<file path="src/rtl/smu_pkg.sv">
package smu_pkg;

  typedef enum logic [1:0] {
    SEL_VLO  = 2'd0,
    SEL_VHI  = 2'd1,
    SEL_HPER = 2'd2,
    SEL_NONE = 2'd3
  } rd_sel_e;

  // Polarity rule: the shorter phase is the pulse; a tie counts as positive.
  function automatic logic pulse_is_high(input logic [31:0] hi_len,
                                         input logic [31:0] lo_len);
    return hi_len <= lo_len;
  endfunction

  // Vertical status byte: level, polarity, overflow, count bits 12..8.
  function automatic logic [7:0] vert_hi_byte(input logic lvl, input logic pol,
                                              input logic ovf,
                                              input logic [15:0] cnt);
    return {lvl, pol, ovf, cnt[12:8]};
  endfunction

  // Saturating increment used for the phase-length runs.
  function automatic logic [31:0] sat_inc(input logic [31:0] v,
                                          input logic [31:0] vmax);
    return (v >= vmax) ? vmax : v + 32'd1;
  endfunction

endpackage

</file>
<file path="src/rtl/smu_sync_edge.sv">
module smu_sync_edge #(
  parameter int STAGES  = 2,
  parameter int PHASE_W = 16
) (
  input  logic clk,
  input  logic rst_n,
  input  logic pin,
  output logic level,
  output logic lead_edge,
  output logic pos_pol
);
  localparam logic [31:0] PH_MAX = 32'((64'd1 << PHASE_W) - 1);

  logic [STAGES-1:0]  sh;
  logic               lvl_d;
  logic [PHASE_W-1:0] hi_run, lo_run, hi_len, lo_len;
  logic               rise, fall;

  always_ff @(posedge clk or negedge rst_n) begin
    if (!rst_n) begin
      sh    <= '0;
      lvl_d <= 1'b0;
    end else begin
      sh    <= {sh[STAGES-2:0], pin};
      lvl_d <= sh[STAGES-1];
    end
  end

  assign level = sh[STAGES-1];
  assign rise  = level & ~lvl_d;
  assign fall  = ~level & lvl_d;

  // Phase length measurement for polarity decision.
  always_ff @(posedge clk or negedge rst_n) begin
    if (!rst_n) begin
      hi_run <= '0;
      lo_run <= '0;
      hi_len <= '0;
      lo_len <= '0;
    end else if (rise) begin
      lo_len <= lo_run;
      hi_run <= PHASE_W'(1);
    end else if (fall) begin
      hi_len <= hi_run;
      lo_run <= PHASE_W'(1);
    end else if (level) begin
      hi_run <= PHASE_W'(smu_pkg::sat_inc(32'(hi_run), PH_MAX));
    end else begin
      lo_run <= PHASE_W'(smu_pkg::sat_inc(32'(lo_run), PH_MAX));
    end
  end

  assign pos_pol   = smu_pkg::pulse_is_high(32'(hi_len), 32'(lo_len));
  assign lead_edge = pos_pol ? rise : fall;

  // polarity only moves when the line changes level
  a_r6_pol_stable: assert property (@(posedge clk) disable iff (!rst_n)
    !(rise || fall) |=> $stable(pos_pol));

  // a leading edge leaves the line at the pulse level
  a_r6_edge_level: assert property (@(posedge clk) disable iff (!rst_n)
    lead_edge |-> (pos_pol ? level : !level));

endmodule

</file>
<file path="src/rtl/smu_period_ctr.sv">
module smu_period_ctr #(
  parameter int CNT_W       = 13,
  parameter bit ZERO_ON_OVF = 1'b0
) (
  input  logic             clk,
  input  logic             rst_n,
  input  logic             adv,
  input  logic             edge_i,
  output logic [CNT_W-1:0] cap_cnt,
  output logic             cap_ovf
);
  localparam logic [CNT_W-1:0] CNT_MAX = '1;

  logic [CNT_W-1:0] run_cnt, report_val;
  logic             run_ovf, armed;
  logic             at_max, step, capture;

  assign at_max  = (run_cnt == CNT_MAX);
  assign step    = adv && !edge_i;
  assign capture = edge_i && armed;

  generate
    if (ZERO_ON_OVF) begin : g_zero
      assign report_val = run_ovf ? '0 : run_cnt;
    end else begin : g_sat
      assign report_val = run_cnt;
    end
  endgenerate

  always_ff @(posedge clk or negedge rst_n) begin
    if (!rst_n) begin
      run_cnt <= '0;
      run_ovf <= 1'b0;
      armed   <= 1'b0;
      cap_cnt <= '0;
      cap_ovf <= 1'b0;
    end else if (edge_i) begin
      run_cnt <= '0;
      run_ovf <= 1'b0;
      armed   <= 1'b1;
      if (armed) begin
        cap_cnt <= report_val;
        cap_ovf <= run_ovf;
      end
    end else if (step) begin
      if (at_max) run_ovf <= 1'b1;
      else        run_cnt <= run_cnt + 1'b1;
    end
  end

  // every leading edge restarts timing from zero
  a_r2_restart: assert property (@(posedge clk) disable iff (!rst_n)
    edge_i |=> (run_cnt == '0) && !run_ovf);

  // once overflowed the counter sits at its ceiling until an edge
  a_r3_sat_hold: assert property (@(posedge clk) disable iff (!rst_n)
    (run_ovf && !edge_i) |=> run_ovf && (run_cnt == CNT_MAX));

  // an overflowed interval latches the flag and the chosen report value
  a_r3_r8_ovf_report: assert property (@(posedge clk) disable iff (!rst_n)
    (capture && run_ovf) |=> cap_ovf && (cap_cnt == (ZERO_ON_OVF ? '0 : CNT_MAX)));

  // latched result holds between captures
  a_r9_hold: assert property (@(posedge clk) disable iff (!rst_n)
    !capture |=> $stable(cap_cnt) && $stable(cap_ovf));

  // no advance without the enable
  a_r10_gate: assert property (@(posedge clk) disable iff (!rst_n)
    (!adv && !edge_i) |=> $stable(run_cnt));

endmodule

</file>
<file path="src/rtl/sync_period_meter.sv">
module sync_period_meter #(
  parameter int V_W         = 13,
  parameter int H_W         = 8,
  parameter int SYNC_STAGES = 2,
  parameter int PHASE_W     = 16
) (
  input  logic       clk,
  input  logic       rst_n,
  input  logic       tick_125k,
  input  logic       hsync_in,
  input  logic       vsync_in,
  input  logic [1:0] rd_sel,
  output logic [7:0] rd_data
);
  import smu_pkg::*;

  logic           v_lvl, v_edge, v_pol, v_ovf;
  logic           h_lvl, h_edge, h_pol, h_ovf;
  logic [V_W-1:0] v_cap;
  logic [H_W-1:0] h_cap;

  smu_sync_edge #(.STAGES(SYNC_STAGES), .PHASE_W(PHASE_W)) u_v_edge (
    .clk(clk), .rst_n(rst_n), .pin(vsync_in),
    .level(v_lvl), .lead_edge(v_edge), .pos_pol(v_pol));

  smu_sync_edge #(.STAGES(SYNC_STAGES), .PHASE_W(PHASE_W)) u_h_edge (
    .clk(clk), .rst_n(rst_n), .pin(hsync_in),
    .level(h_lvl), .lead_edge(h_edge), .pos_pol(h_pol));

  smu_period_ctr #(.CNT_W(V_W), .ZERO_ON_OVF(1'b0)) u_v_ctr (
    .clk(clk), .rst_n(rst_n), .adv(tick_125k), .edge_i(v_edge),
    .cap_cnt(v_cap), .cap_ovf(v_ovf));

  smu_period_ctr #(.CNT_W(H_W), .ZERO_ON_OVF(1'b1)) u_h_ctr (
    .clk(clk), .rst_n(rst_n), .adv(1'b1), .edge_i(h_edge),
    .cap_cnt(h_cap), .cap_ovf(h_ovf));

  always_comb begin
    case (rd_sel_e'(rd_sel))
      SEL_VLO:  rd_data = v_cap[7:0];
      SEL_VHI:  rd_data = vert_hi_byte(v_lvl, v_pol, v_ovf, 16'(v_cap));
      SEL_HPER: rd_data = 8'(h_cap);
      default:  rd_data = 8'h00;
    endcase
  end

  // horizontal leading edge leaves the line at its pulse level
  a_r7_h_edge_level: assert property (@(posedge clk) disable iff (!rst_n)
    h_edge |-> (h_pol ? h_lvl : !h_lvl));

  // an overflowed horizontal result always reads zero
  a_r8_h_zero: assert property (@(posedge clk) disable iff (!rst_n)
    h_ovf |-> (h_cap == '0));

  // unused select always reads zero
  a_r4_sel_none: assert property (@(posedge clk) disable iff (!rst_n)
    (rd_sel == 2'd3) |-> (rd_data == 8'h00));

endmodule

</file>
<file path="config.mk">
export PLATFORM = sky130hd
export DESIGN_NAME = sync_period_meter
export DESIGN_NICKNAME = d
export VERILOG_FILES = /design/src/rtl/smu_pkg.sv /design/src/rtl/smu_sync_edge.sv /design/src/rtl/smu_period_ctr.sv /design/src/rtl/sync_period_meter.sv
export SDC_FILE = /design/constraint.sdc
export NUM_CORES = 1
export LEC_CHECK = 0
export CORE_ASPECT_RATIO = 2
export CORE_MARGIN = 5
export CORE_UTILIZATION = 32
export DETAILED_ROUTE_END_ITERATION = 6
export SKIP_CTS_REPAIR_TIMING = 1
export SYNTH_ARGS = -nofsm -noshare
export SYNTH_HDL_FRONTEND = slang
export SYNTH_SLANG_ARGS = --single-unit
</file>
<file path="constraint.sdc">
create_clock -name clk -period 5.5 [get_ports clk]
set_input_delay 1.1 -clock clk [delete_from_list [all_inputs] [get_ports clk]]
set_output_delay 1.1 -clock clk [all_outputs]
set_load 0.05 [all_outputs]
</file>
# After elaboration in Yosys (flattened, before gate mapping)
# Cells that the tools add are included.
# word_totals
n_memories	0
register_bits	181
mem_bits_rw	0
latchBits	0
inputBits	7
word_cells	99
mem_bits_ro	0
# op_classes
multipliers	0
div_mod_pow	0
n_addsub	6
order_cmp	6
n_reduce_logical	18
shift	0
n_eq_ne	10
bitwise	10
muxes	28
# ops
op	count
$mux 16	14
$add 16x1->16 const B	4
$ge 16x16->1 const B	4
$mux 13	3
$le 16x16->1	2
$mux 8	3
$pmux 8 s3	1
$reduce_and 2->1	10
$add 13x1->13 const B	1
$eq 13x13->1 const B	1
$reduce_bool 2->1	5
$add 8x1->8 const B	1
$eq 8x8->1 const B	1
$mux 1	7
$ne 2x1->1 const B	3
$ne 2x2->1 const B	3
$not 1->1	6
$and 1x1->1	4
$eq 2x1->1 const B	1
$eq 2x2->1 const B	1
$logic_not 2->1	1
$logic_and 1x1->1	1
$logic_not 1->1	1

# Depth between registers and ports, before layout
# Gate-level depths: netlist of the first run.
# logic_depth
word_depth	7
ltp_mapped	11
ltp_nobuf	9

# Hierarchy
# A second synthesis of the first run with hierarchy kept.
# hier_totals
cells_unflattened	958
area_unflattened_um2	9195.1
# modules_own_cells
module	area_per_inst_um2	n_inst	cells_per_inst
smu_sync_edge	3389.5	2	371
smu_period_ctr at u_v_ctr	1316.3	1	108
smu_period_ctr at u_h_ctr	898.4	1	87
sync_period_meter	201.4	1	21

# Least setup slack after synthesis of the first run
# OpenSTA, ideal clock, no wires.
# synth_timing
kind	reg2out
start	reg u_v_edge.hi_len[3]
end	out rd_data[6]
slack_ps	1217
n_path_buf	2
path_stages_with_launch	10
arrival_time_ps	3183
cell_sequence	dfrtp_1 > ha_1 > and3_4 > a221o_1 > a221o_1 > o31ai_4 > buf_6 > buf_8 > mux2i_1 > o21ai_0
# synth_between
elab_chain_cells	2
# synth_lines
item	line	text
from (decl)	smu_sync_edge.sv:16	logic [PHASE_W-1:0] hi_run, lo_run, hi_len, lo_len;
from (signal assigned)	smu_sync_edge.sv:44	hi_len <= hi_run;
$le 16x16->1	smu_pkg.sv:13	return hi_len <= lo_len;
$pmux 8 s3	sync_period_meter.sv:39	case (rd_sel_e'(rd_sel))
to (decl)	sync_period_meter.sv:13	output logic [7:0] rd_data
# No other way between the ends.

# Worst setup path in the final report of the first run
# layout_timing
start	reg u_v_edge.lo_len[3]
end	out rd_data[6]
# layout_between
elab_chain_cells	2
# layout_lines
item	line	text
from (decl)	smu_sync_edge.sv:16	
from (signal assigned)	smu_sync_edge.sv:41	lo_len <= lo_run;
$le 16x16->1	smu_pkg.sv:13	
$pmux 8 s3	sync_period_meter.sv:39	
# No other way between the ends.

==> qor.csv, run 1 <==
metric,value,unit
largest net degree at the start of global routing,104,
Starting Density,0.324,
number of diodes,0,
Clock Pin Slew Worst Setup and Hold Paths,0.06,ns
final setup margin,1.05,ns
CTS H-tree depth,4,
Syn Area/Cell,9.31,sq um
Routed Antenna Nets,0,
hpwl dp,14500,um
Yosys top cell area share,0.483,
layout cells sized above 1,0.0811,
clk_skew,0.0121,ns
fill cell count,2928,
Syn-to-layout area delta,11.7,%
"top cells by count, synth","181 x dfrtp_1, 148 x nand2_1, 90 x o21ai_0, 79 x a21oi_1, 68 x nor2_1",
Synth Flop Type,dfrtp_1,
pin slew with the least headroom to its limit,1.25,ns
DRC violations left,0,
WL/cell,14.9,um
CP Launch Type,register,
Setup Crit Path Kind,register to output pin,
R2R setup slack,2.30,ns
GP Congestion,0.786,
vias in the first global route,7261,
Crit. End Element,output pin,
Hold Crit Class,register to register,
Hold Path Sink,u_h_edge.sh[1],
# port buffers,14,
pwr dens,356,nW/um^2
die extent in x,131,um
register area share after synthesis,0.483,
total core area,29000,sq um
WHS,0.348,ns
initial antenna violation count,0,
initial DRC count,292,
Cell variety after synth,59,
TritonCTS clock tree,yes,
DRT Pass-1 Iters,6,
relative slew slack,0.164,
ranking of synthesized cells by area,"dfrtp_1 48%, nand2_1 5.9%, ha_1 5.1%, o21ai_0 4.8%, a21oi_1 4.2%",
Worst EP arrival,3.35,ns
# clock sinks,181,
Mapped Area,9390,sq um
CTS max path bufs,2,
CTS Buf Count,17,
top-count cell post-synth,dfrtp_1,
Final Slew Violations,0,
Die Ht,252,um
pre-CTS setup slack,1.07,ns
maximum clock frequency,225,MHz
grt total ovfl,0,
final setup violation count,0,
utilization after layout,0.362,
Post-Synthesis Cells,1008,
max-cap violations,0,
row count,88,
total power,0.00373,W
Detailed Route WL,20400,um
Clock Tree Root,clkbuf_16,
P_leak,4.81,nW
post-synth top area cell,dfrtp_1,
global-route wire length before repair,34800,um
setup repair after global routing missed its margin,false,
Reg area,4530,sq um
crit-path max FO,2,
clk_lat worst skew,0.45,ns
Die ar.,33100,sq um
Critical R2R Capture,u_v_ctr.cap_cnt[11],
Peak supply drop,0.212,mV
Final min period,4.45,ns
period utilisation layout,0.810,
status,"finished, final reports clean",
via count of the routed design,7129,
post-synthesis register bit count,181,
routed vias/inst,5.20,
"Hold Violations, Final",0,
IO Pins,15,
Yosys warning count,0,
nets,1043,
number of synthesized flops with an enable pin,0,
hold path depth,0,
Multi-input gate area,4390,sq um
R2R Path Start,u_v_edge.lo_len[3],
Synthesized Nets,1053,
gr usage total,0.131,
Hold Path Origin,u_h_edge.sh[0],
Setup TNS,0,ns
Post-synth ARST share,1.00,
R2R depth,10,
Required @ worst endpoint,4.40,ns
## sequential cells by signal, indices dropped and copies added (netlist names), 13 cells and up
| signal | cells |
|---|---|
| u_v_ctr.report_val | 13 |
| u_v_edge.hi_len | 16 |
| u_h_edge.lo_len | 16 |
| u_h_edge.hi_run | 16 |
| u_v_ctr.cap_cnt | 13 |
| u_v_edge.lo_run | 16 |
| u_h_edge.lo_run | 16 |
| u_v_edge.lo_len | 16 |
| u_v_edge.hi_run | 16 |
| u_h_edge.hi_len | 16 |
## routing by layer
metal	part of all wire	GRT usage
met1	0.38	0.131
met2	0.58	0.256
met3	0.017	0.0247
met4	0.023	0.0509
met5	0	0
## worst max-delay path by stage
stage,from,end,slack [ns],cells after the start
after floorplan,u_v_edge.hi_len[3],rd_data[6],1.22,9
after global placement,rd_sel[0],rd_data[6],1.10,5
after detailed placement,rd_sel[0],rd_data[3],1.07,5
after CTS,u_v_edge.lo_len[3],rd_data[6],0.97,9
after global routing,u_v_edge.lo_len[3],rd_data[6],0.90,9
final,u_v_edge.lo_len[3],rd_data[6],1.05,9
## metrics by stage
stage               area [sq um]  instances
floorplan                   9390       1008
global placement            9830       1339
detailed placement          9830       1339
CTS                        10500       1371
global route               10500       1371
finish                     10500       1371
## cells by family after synthesis
group | share of synthesized area
xor+xnor | 0.0121
compound gates | 0.191
simple gates | 0.169
mux | 0.0447
flops | 0.483
buf+inv | 0.0503
fa+ha+maj | 0.0507
## layout by cell type, fill, tap and decap left out, drive strengths merged, types with 7 or more instances in the layout
cell type	instances
a21oi	79
a221oi	13
a22o	8
a31oi	24
a41oi	10
and3	20
buf	11
clkbuf	22
clkdlybuf4s50	13
dfrtp	181
ha	38
inv	62
mux2	15
mux2i	25
nand2	149
nand3	39
nand3b	15
nand4	17
nor2	68
nor2b	10
nor3	9
o21ai	91
o22a	20
xnor2	7
## critical path, cell delays in order (launching register included)
cell	delay, ns
dfrtp_1	0.32
inv_1	0.05
ha_1	0.30
and3_4	0.19
a221o_1	0.34
a221o_1	0.33
o31ai_4	0.26
mux2i_1	0.11
o21ai_0	0.16
clkdlybuf4s50_1	0.85
## final cells by class
class / count / share of cell area
flip-flops and latches: 181 / 0.432
well taps: 360 / 0.0430
clock buffers: 21 / 0.0439
clock inverters: 11 / 0.0189
multi-input cells: 712 / 0.419
inverters: 61 / 0.0218
repair buffers: 25 / 0.0216
## report_power, final
group | internal, W | switching [W] | total [W]
Combinational | 0.000315 | 0.000466 | 0.000781
Sequential | 0.00146 | 0.000121 | 0.00158
Clock | 0.000833 | 0.000533 | 0.00137
Total | 0.00261 | 0.00112 | 0.00373
(Power assumes the default switching activity.)
==> inputs of run 2 (changes only) <==
- clock period: 5.5 -> 4 ns (I/O delays scaled with it)
==> run 2 against run 1 <==
  * Cell area is essentially flat
  * Die area is the same
  * Hold slack gained 0.00078 ns
  * Clock skew shrank 0.0039 ns
  * Core utilization is essentially flat
==> qor.csv, run 2 (synthesis gave the netlist of run 1 again) <==
metric,value,unit,change
# port buffers,14,,unchanged
max-cap violations,0,,unchanged
Clk pwr share,0.360,,-0.006
TritonCTS clock tree,yes,,
worst path bufs/invs,1,,-1
initial DRC count,320,,+9.6%
Setup Crit Path Kind,register to output pin,,
clk_lat worst skew,0.44,ns,about the same
DRT Pass-1 Iters,5,,-1
fill cell count,2944,,+0.55%
cells along the critical path,ha_1 -> and3_4 -> a221o_1 -> a221o_1 -> o31ai_4 -> mux2i_1 -> o21ai_0 -> buf_12,,
WL/cell,15.1,um,+1.6%
hpwl dp,14700,um,+1.1%
Max stage delay on crit path,0.38,ns,-0.47 ns
Required @ worst endpoint,3.20,ns,-1.20 ns
switching share of power,0.302,,+0.00233
Die ar.,33100,sq um,unchanged
Hold Crit Class,register to register,,
grt total ovfl,0,,unchanged
maximum clock frequency,276,MHz,
status,"finished, final reports clean",,
P_leak,4.82,nW,+0.39%
placed instance count,1341,,+0.15%
Starting Density,0.324,,unchanged
Die Ht,252,um,unchanged
clk_skew,0.00816,ns,-0.00390 ns
Peak supply drop,0.280,mV,+32%
final setup violation count,0,,unchanged
period utilisation layout,0.906,,
GP Congestion,0.804,,+2.3%
number of diodes,0,,unchanged
"Slowest-stage cell, CP",dfrtp_1,,
CTS max path bufs,2,,unchanged
crit-path leading delay family,compound AO/OA/AOI/OAI gates,,
Final Slew Violations,0,,unchanged
pin slew with the least headroom to its limit,0.833,ns,-0.414 ns
Clock Pin Slew Worst Setup and Hold Paths,0.07,ns,about the same
Routed Antenna Nets,0,,unchanged
die extent in x,131,um,unchanged
cell-internal power,0.00354,W,+36%
row count,88,,unchanged
CTS H-tree depth,4,,unchanged
layout cells sized above 1,0.0918,,+0.0107
pwr dens,484,nW/um^2,+36%
Logic pwr share,0.212,,+0.003
initial antenna violation count,0,,unchanged
Flop pwr share,0.428,,+0.004
Worst EP arrival,2.82,ns,-0.53 ns
largest net degree at the start of global routing,96,,-7.7%
"most used cell, CP",a221o_1,,
Clock Tree Root,clkbuf_16,,
DRC violations left,0,,unchanged
Detailed Route WL,20800,um,+1.8%
"commonest cells after routing, fill and taps aside","180 x dfrtp_1, 148 x nand2_1, 90 x o21ai_0, 79 x a21oi_1, 67 x nor2_1",,
global-route wire length before repair,35100,um,+0.97%
relative slew slack,0.429,,+0.264
vias in the first global route,7286,,+0.34%
Finished Layout Cells,1373,,+0.15%
routed vias/inst,5.28,,+1.6%
nets,1045,,+0.19%
gr usage total,0.131,,+0.000597
"commonest non-fill, non-tap cell in the layout",dfrtp_1,,
Final min period,3.62,ns,
total core area,29000,sq um,unchanged
via count of the routed design,7256,,+1.8%
crit-path max FO,2,,unchanged
CTS Buf Count,17,,unchanged
Crit. End Element,output pin,,
Syn-to-layout area delta,11.8,%,about the same
net switching power,0.00154,W,+37%
# clock sinks,181,,unchanged
"Hold Violations, Final",0,,unchanged
Setup TNS,0,ns,unchanged
IO Pins,15,,unchanged
setup repair after global routing missed its margin,false,,
CP Launch Type,register,,
==> run 2: area by class of cell <==
cell class | instances | area [sq um] | share of cell area
timing repair buffer | 27 | 246 | 0.0235
sequential | 181 | 4530 | 0.432
inverter | 61 | 229 | 0.0218
tap | 360 | 450 | 0.0429
multi-input combinational | 712 | 4390 | 0.419
clock inverter | 11 | 174 | 0.0166
clock buffer | 21 | 470 | 0.0448
==> run 2: path summary, 6_finish.rpt <==
check	startpoint	endpoint	slack, ns	cells past startpoint
worst min register to register	u_h_edge.sh[0]	u_h_edge.sh[1]	0.35	0
worst max register to register	u_v_edge.hi_len[3]	u_v_ctr.cap_cnt[11]	0.85	9
min in group asynchronous	rst_n	u_v_ctr.report_val[2]	0.41	1
max in group asynchronous	rst_n	u_h_ctr.run_cnt[4]	2.61	2
worst max-delay path	u_v_edge.hi_len[3]	rd_data[6]	0.38	8
worst min-delay path	u_h_edge.sh[0]	u_h_edge.sh[1]	0.35	0
==> run 2: routing by layer <==
layer  share of wire  wire [um]  global-route usage  up-vias
met1            0.39       8030               0.136     3565
met2            0.56      11600               0.244       91
met3           0.021        440              0.0292       42
met5               0          0                   0        -
met4           0.034        705              0.0612        0
li1                -          -                   -     3558
==> run 2: metrics by stage <==
step / instance area (sq um) / hold slack [ns] / total power (W) / utilization / worst slack, ns
6_report: 10500 / 0.349 / 0.00508 / 0.362 / 0.377
5_1_grt: 10500 / 0.354 / 0.00536 / 0.362 / 0.238
4_1_cts: 10500 / 0.352 / 0.00515 / 0.362 / 0.322
3_5_place_dp: 9850 / 0.336 / 0.00330 / 0.340 / 0.777
3_3_place_gp: 9850 / 0.333 / 0.00327 / 0.340 / 0.801
2_1_floorplan: 9390 / 0.331 / 0.00302 / - / 0.0170
==> run 2: worst register-to-register path, stage by stage (launching register included) <==
cell      delay, ns
dfrtp_1        0.38
ha_1           0.30
and3_4         0.19
a221o_1        0.34
a221o_1        0.33
o31ai_4        0.22
buf_4          0.35
nand3b_1       0.40
o21ai_0        0.39
a221oi_2       0.11
==> run 2: power by group through the flow <==
| stage | sequential (W) | combinational [W] | clock [W] |
|---|---|---|---|
| 3_3_place_gp | 0.00221 | 0.00106 | 0 |
| 4_1_cts | 0.00217 | 0.00109 | 0.00188 |
| 3_5_place_dp | 0.00221 | 0.00109 | 0 |
| 5_1_grt | 0.00220 | 0.00121 | 0.00195 |
| 2_1_floorplan | 0.00214 | 0.000878 | 0 |
| 6_report | 0.00217 | 0.00107 | 0.00183 |
